$ cat src/rtl/pirq_pkg.sv
package pirq_pkg;
    localparam int REG_W    = 8;
    localparam int SEL_W    = 3;
    localparam int FLAG_BIT = 7;
    localparam int SEL_LSB  = 4;
    localparam int BASE_LOG = 8;   // log2 of the fastest rate in Hz

    typedef logic [SEL_W-1:0] rate_sel_t;

    // log2 of the divide ratio relative to a 256 Hz base; -1 means off
    function automatic int rate_shift(rate_sel_t s);
        case (s)
            3'd1:    return 0;
            3'd2:    return 2;
            3'd3:    return 4;
            3'd4:    return 6;
            3'd5:    return 7;
            3'd6:    return 8;
            default: return -1;
        endcase
    endfunction
endpackage

$ cat src/rtl/pirq_rate_decode.sv
module pirq_rate_decode
    import pirq_pkg::*;
#(
    parameter int TICK_HZ = 256
) (
    input  rate_sel_t                    sel_i,
    output logic                         active_o,
    output logic [$clog2(TICK_HZ)-1:0]   last_o
);
    localparam int CNT_W     = $clog2(TICK_HZ);
    localparam int PRE_SHIFT = CNT_W - BASE_LOG;

    logic [CNT_W:0] span;
    int             sh;

    always_comb begin
        sh       = rate_shift(sel_i);
        active_o = (sh >= 0);
        span     = '0;
        if (sh >= 0) begin
            span = (CNT_W+1)'(1) << (sh + PRE_SHIFT);
        end
        last_o = active_o ? CNT_W'(span - (CNT_W+1)'(1)) : '0;
    end
endmodule

$ cat src/rtl/pirq_divider.sv
module pirq_divider #(
    parameter int CNT_W = 8
) (
    input  logic [CNT_W-1:0] cnt_q_i,
    input  logic [CNT_W-1:0] last_i,
    input  logic             active_i,
    input  logic             restart_i,
    input  logic             tick_i,
    output logic [CNT_W-1:0] cnt_d_o,
    output logic             event_o
);
    always_comb begin
        cnt_d_o = cnt_q_i;
        event_o = 1'b0;
        if (restart_i || !active_i) begin
            cnt_d_o = '0;
        end else if (tick_i) begin
            if (cnt_q_i >= last_i) begin
                event_o = 1'b1;
                cnt_d_o = '0;
            end else begin
                cnt_d_o = cnt_q_i + CNT_W'(1);
            end
        end
    end
endmodule

$ cat src/rtl/pirq_gen.sv
module pirq_gen
    import pirq_pkg::*;
#(
    parameter int TICK_HZ = 256
) (
    input  logic             clk_i,
    input  logic             rst_ni,
    input  logic             tick_i,
    input  logic             wr_en_i,
    input  logic [REG_W-1:0] wr_data_i,
    output logic [REG_W-1:0] rd_data_o,
    output logic             irq_o
);
    localparam int CNT_W = $clog2(TICK_HZ);

    typedef struct packed {
        logic             flag;
        rate_sel_t        sel;
        logic [CNT_W-1:0] cnt;
    } state_t;

    state_t           st_q, st_d;
    logic             active;
    logic [CNT_W-1:0] last;
    logic             restart;
    logic             evt;
    logic [CNT_W-1:0] cnt_nxt;
    rate_sel_t        wr_sel;

    assign wr_sel  = wr_data_i[SEL_LSB +: SEL_W];
    assign restart = wr_en_i && (wr_sel != st_q.sel);

    pirq_rate_decode #(.TICK_HZ(TICK_HZ)) u_dec (
        .sel_i    (st_q.sel),
        .active_o (active),
        .last_o   (last)
    );

    pirq_divider #(.CNT_W(CNT_W)) u_div (
        .cnt_q_i   (st_q.cnt),
        .last_i    (last),
        .active_i  (active),
        .restart_i (restart),
        .tick_i    (tick_i),
        .cnt_d_o   (cnt_nxt),
        .event_o   (evt)
    );

    always_comb begin
        st_d     = st_q;
        st_d.cnt = cnt_nxt;
        if (wr_en_i) begin
            st_d.sel = wr_sel;
            if (!wr_data_i[FLAG_BIT]) begin
                st_d.flag = 1'b0;
            end
        end
        if (evt) begin
            st_d.flag = 1'b1;
        end
    end

    always_ff @(posedge clk_i or negedge rst_ni) begin
        if (!rst_ni) begin
            st_q <= '0;
        end else begin
            st_q <= st_d;
        end
    end

    always_comb begin
        rd_data_o                     = '0;
        rd_data_o[FLAG_BIT]           = st_q.flag;
        rd_data_o[SEL_LSB +: SEL_W]   = st_q.sel;
    end

    assign irq_o = st_q.flag && active;
endmodule

$ cat config.mk
export PLATFORM = sky130hd
export DESIGN_NAME = pirq_gen
export DESIGN_NICKNAME = d
export VERILOG_FILES = /design/src/rtl/pirq_pkg.sv /design/src/rtl/pirq_rate_decode.sv /design/src/rtl/pirq_divider.sv /design/src/rtl/pirq_gen.sv
export SDC_FILE = /design/constraint.sdc
export NUM_CORES = 1
export LEC_CHECK = 0
export ABC_AREA = 1
export BUFFER_PORTS_ARGS = -buffer_cell sky130_fd_sc_hd__buf_2
export CAP_MARGIN = 0
export CORE_UTILIZATION = 40
export DETAILED_ROUTE_END_ITERATION = 6
export PLACE_DENSITY = 0.69
export SYNTH_ARGS = -nofsm -noshare
export SYNTH_HDL_FRONTEND = slang
export SYNTH_SLANG_ARGS = --single-unit
$ cat constraint.sdc
create_clock -name clk_i -period 3 [get_ports clk_i]
set_input_delay 0.15 -clock clk_i [delete_from_list [all_inputs] [get_ports clk_i]]
set_output_delay 0.15 -clock clk_i [all_outputs]
set_load 0.01 [all_outputs]
# Yosys cells after proc, flatten, opt, wreduce, memory -nomap -nowiden
# Cells that the tools add are included.
[op_classes]
n_mux = 12
multipliers = 0
eq_ne = 8
bitwise = 0
div = 0
add_sub_neg = 2
shifts = 1
n_lt_le_gt_ge = 2
reduce_logical = 7
[op_table]
columns = ["cell", "count"]
rows = [
  ["32-bit one-hot mux with 6 select lines", 1],
  ["8-bit 2-to-1 mux", 5],
  ["32-bit by 1-bit greater-or-equal comparator with 1-bit output, second input constant", 1],
  ["1-bit by 32-bit << shifter with 8-bit output, first input constant", 1],
  ["3-bit equality test, second input constant", 3],
  ["8-bit by 1-bit adder with 8-bit output, second input constant", 1],
  ["8-bit greater-or-equal comparator", 1],
  ["8-bit by 1-bit subtractor with 8-bit output, second input constant", 1],
  ["3-bit by 2-bit equality test with 1-bit output, second input constant", 2],
  ["1-bit 2-to-1 mux", 5],
  ["4-bit 2-to-1 mux", 1],
  ["2-bit nonzero test", 2],
  ["3-bit by 1-bit equality test with 1-bit output, second input constant", 1],
  ["3-bit != test", 1],
  ["1-bit logical AND", 2],
  ["2-bit by 1-bit != test with 1-bit output, second input constant", 1],
  ["2-bit AND reduction", 1],
  ["1-bit zero test", 1],
  ["1-bit logical OR", 1],
]
[totals]
rom_bits = 0
ram_bits = 0
register_bits = 12
latch_bits = 0
mem_count = 0
output_inout_bits = 9
elab_cells = 35
input_bits = 12

# Longest topological paths before layout
[depth]
word_depth = 12
ltp_mapped = 18
depth_no_buf = 18

# Modules after synthesis
# From an unflattened synthesis, not the netlist that was laid out.
[hier_totals]
cells_unflattened = 170
area_unflattened_um2 = 1131.1
[by_module_without_submodules]
columns = ["module", "seq_area_each_um2", "cells_each", "instances", "area_per_inst_um2"]
rows = [
  ["pirq_divider", 0.0, 89, 1, 486.7],
  ["pirq_gen", 300.3, 48, 1, 474.2],
  ["pirq_rate_decode", 0.0, 33, 1, 170.2],
]

# Worst setup path after synthesis
# No wires, ideal clock.
[synth_path]
path_kind = "register -> register"
start = "register st_q, in the netlist rd_data_o[5]"
end = "register st_q[0] in the netlist's numbering"
required_time_ns = 2.882
slack_ns = 0.838
synth_period_minus_slack_ns = 2.162
arrival_ns = 2.045
setup_time_ns = 0.118
path_stages_with_launch = 18
n_path_buf = 0
path_cell_list = "dfrtp_1 inv_2 nand2_1 nor2_1 inv_1 ha_1 nor3_1 o21ai_0 ha_1 nand2_1 nor2_1 nor2_1 nand2_1 nand2_1 nand2_1 nor2_1 nand3_1 nand2_1"
[synth_via]
elab_chain_len = 10
word_cells_on_any_way = 21
classes_between = "add/sub: 1; order compare: 2; eq/ne: 7; shift: 1; mux: 6; reduce/logical: 4"
[synth_rtl]
columns = ["element", "line_no", "rtl"]
rows = [
  ["from (decl)", "pirq_gen.sv:22", "state_t st_q, st_d;"],
  ["from (signal assigned)", "pirq_gen.sv:67", "st_q <= st_d;"],
  ["3-bit equality test, or another cell as far along", "pirq_pkg.sv:12", "case (s)"],
  ["32-bit one-hot mux with 6 select lines", "pirq_pkg.sv:12", ""],
  ["32-bit by 1-bit greater-or-equal comparator with 1-bit output or 1-bit by 32-bit << shifter with 8-bit output (tied branches)", "pirq_rate_decode.sv:18, pirq_rate_decode.sv:20, pirq_rate_decode.sv:21", ""],
  ["8-bit 2-to-1 mux", "pirq_rate_decode.sv:20", "if (sh >= 0) begin"],
  ["8-bit by 1-bit subtractor with 8-bit output", "pirq_rate_decode.sv:23", "last_o = active_o ? CNT_W'(span - (CNT_W+1)'(1)) : '0;"],
  ["8-bit 2-to-1 mux", "pirq_rate_decode.sv:23", ""],
  ["8-bit greater-or-equal comparator", "pirq_divider.sv:18", "if (cnt_q_i >= last_i) begin"],
  ["8-bit 2-to-1 mux", "pirq_divider.sv:18", ""],
  ["8-bit 2-to-1 mux", "pirq_divider.sv:17", "end else if (tick_i) begin"],
  ["8-bit 2-to-1 mux", "pirq_divider.sv:15", "if (restart_i || !active_i) begin"],
]
# Several ways; a longest one is shown, not always the timed one. The select of a mux whose other input is x is not followed.
# A chain may end at the register's enable or synchronous reset.

# Worst setup path in the final report
[layout_path]
start = "register st_q, in the netlist rd_data_o[5]"
end = "register st_q[5] in the netlist's numbering"
# Same word-level chain as after synthesis.

==> key figures <==
Placement
  – Dpl hpwl: 1720 um
  – Post-place instance area: 1170 sq um
  – Routability congestion estimate: 0.797
  – DP Cell Count: 199
  – I/O Buffers: 12
  – Pre-CTS setup slack: 0.468 ns

Synthesis
  – Post-synth top area cell: dfrtp_1
  – Area share of the largest cell type after synthesis: 26.3%
  – Synth warnings: 0
  – Netlist cell types: 31
  – Post-Syn Area per Cell: 6.96 sq um
  – Number of synthesized register bits: 12
  – Sequential area share after synthesis: 26.3%
  – Synthesized cell area: 1140 sq um
  – Top cells by area, synth: dfrtp_1 26%, nand2_1 15%, ha_1 11%, nor2_1 6.3%, nand3_1 5.3%
  – Cells after synthesis: 164

Min path
  – Hold Path Class: input port to flip-flop
  – Hold Crit Start: wr_data_i[5]
  – Cells on Worst Hold Path: 3
  – Hold EP: rd_data_o[5]

Clocking
  – Clock root cell: clkbuf_4
  – Clock transition at the registers of the reported paths: 0.08 ns
  – H-Tree Depth: 1
  – CTS tree: done
  – Clk sink count: 12
  – Post-CTS resize count: 0
  – Clock Path Buffers: 2
  – Num CTS Buffers: 3
  – Clock insertion delay at the later pin of the skew report: 0.28 ns
  – Setup Buffers After CTS: 0

Cells and area
  – Finished Layout Cells: 204
  – FILL cells: 277
  – Nets: 196
  – Most frequent cells in the layout: 46 x nand2_1, 19 x nor2_1, 15 x inv_1
  – Finished Cell Area: 1220 sq um
  – Antenna Cells: 0
  – Share of layout cells above drive strength 1: 16.8%
  – Most common cell after layout, fill and taps aside: nand2_1
  – Syn-to-layout area delta: 6.69%

Setup path
  – CP Cell Sequence: inv_2 > nand2_1 > nor2_1 > inv_1 > ha_1 > nor3_1 > o21ai_0 > ha_1 > nand2_1 > nor2_1 > nor2_1 > nand2_1 > nand2_1 > nand2_1 > nor2_1 > nand3_1 > nand2_1
  – Worst R2R Setup Slack: 0.46 ns
  – Crit. End Element: flip-flop
  – Crit start category: flip-flop
  – Req. time, crit path: 3.22 ns
  – Reg-to-Reg Start: rd_data_o[5]
  – Crit-path most repeated cell: nand2_1
  – Critical path arrival: 2.76 ns
  – Slowest stage delay, CP: 0.46 ns
  – Setup Crit Path Kind: flip-flop to flip-flop
  – CP max-delay cell: dfrtp_1
  – Worst R2R Path Depth: 17
  – CP Max Fanout: 9
  – Reg2reg end: st_q[5]

Timing
  – Crit share post-route: 84.6%
  – Worst hold margin: 0.103 ns
  – Post-route setup slack: 0.461 ns
  – Clock Skew: 0.00481 ns
  – Sum Neg Setup Slack: 0 ns
  – Final hold vios: 0
  – Endpoints failing setup: 0
  – RSZ-0062 raised after global routing: false
  – Fmax: 394 MHz
  – Tmin final: 2.54 ns
  – Slew Viols, Final: 0

Drt
  – Initial DRC Count: 22
  – Residual DRC count: 0
  – First-pass DRT Iterations: 4
  – DR WL/cell: 10.5 um
  – Final wirelength: 2140 um
  – Vias/cell: 4.82
  – DRT antenna net count: 0
  – Total number of vias: 983

Global routing
  – Tot GR Track Use: 15.7%
  – Initial antenna violation count: 0
  – Vias in the first global route: 901
  – Largest net degree at the start of global routing: 13
  – Congestion Overflow GR: 0
  – First-pass GRT wire length: 3840 um

Floorplanning
  – Die Footprint: 3070 sq um
  – Core area: 2730 sq um
  – Initial Util: 41.7%
  – Rows: 19
  – I/O pin total: 21
  – Die height: 55.4 um
  – DIE WIDTH: 55.4 um

Run status
  – Outcome: complete, no violations

Job
  – MaxCap Viol Count: 0

Power and ir drop
  – Leak Pwr: 0.641 nW
  – Pwr dens: 384 nW/um^2
  – Maximum vdd drop: 243 uV
-- power by group --
group	internal [mW]	switching (mW)
clock network	0.0738	0.0572
logic	0.0562	0.0966
registers	0.170	0.0137
-- cell type report --
| cell class | instances | area (sq um) | share of cell area, % |
|---|---|---|---|
| multi-input cells | 125 | 698 | 57.3 |
| clock buffers | 4 | 36.3 | 2.98 |
| inverters | 19 | 73.8 | 6.06 |
| flip-flops and latches | 12 | 300 | 24.7 |
| repair buffers | 13 | 70.1 | 5.76 |
| well taps | 31 | 38.8 | 3.19 |
-- cells in the mapped netlist, drive strengths merged --
cell type	count
o21a	1
inv	19
clkbuf	1
a21oi	4
or2	1
o2111a	1
nand2	50
xor2	2
o21ai	10
o211ai	1
ha	10
xnor2	5
nand3	13
o21bai	1
buf	10
dfrtp	12
nor2	20
conb	2
nor3	1
-- layer usage --
layer  up-vias  share of wire (%)  track usage (%)
met2        24                 48             26.2
met3         0                4.3             4.92
met1       434                 48             20.5
met4         0                  0             2.14
met5         -                  0                0
li1        525                  -                -
-- repair_timing --
item	in CTS	in global routing
hold endpoints to repair	12	0
hold buffers	1	0
setup endpoints to repair	0	0
-- state kept, by name (all words and copies together) (netlist names) --
register   count
st_q           8
rd_data_o      4
-- worst max-delay path: cells and delay by family, from the launching register on --
| kind | cells | cell delay, ns |
|---|---|---|
| AOI/OAI and AO/OA | 1 | 0.13 |
| adders and majority gates | 2 | 0.49 |
| buffers and inverters | 2 | 0.18 |
| DFF | 1 | 0.46 |
| and+or+nand+nor | 12 | 1.22 |
-- worst max path at each step --
stage                             from       to  slack (ns)
after floorplan           rd_data_o[5]  st_q[0]        0.84
after global placement    rd_data_o[5]  st_q[1]        0.57
after detailed placement  rd_data_o[5]  st_q[5]        0.47
after CTS                 rd_data_o[5]  st_q[5]        0.44
after global routing      rd_data_o[5]  st_q[2]        0.15
final                     rd_data_o[5]  st_q[5]        0.46
-- cell families (layout without fill, tap and decap cells) --
kind of cell             Yosys count  after routing  share of synthesized area [%]
AND/OR/NAND/NOR                   85             85                           32.1
buffers and inverters             30             36                           13.5
AO/OA/AOI/OAI                     18             18                           10.4
flip-flops                        12             12                           26.3
adder cells (fa/ha/maj)           10             10                           11.0
XOR/XNOR                           7              7                           6.03
other                              2              5                          0.658
-- metrics by stage --
stage | utilization, % | power (mW)
6_report | 44.5 | 0.468
5_1_grt | 44.5 | 0.509
4_1_cts | 44.5 | 0.475
3_5_place_dp | 42.8 | 0.341
3_3_place_gp | 42.8 | 0.332
2_1_floorplan | - | 0.314
Note: power is estimated with default switching activity, not from simulation.
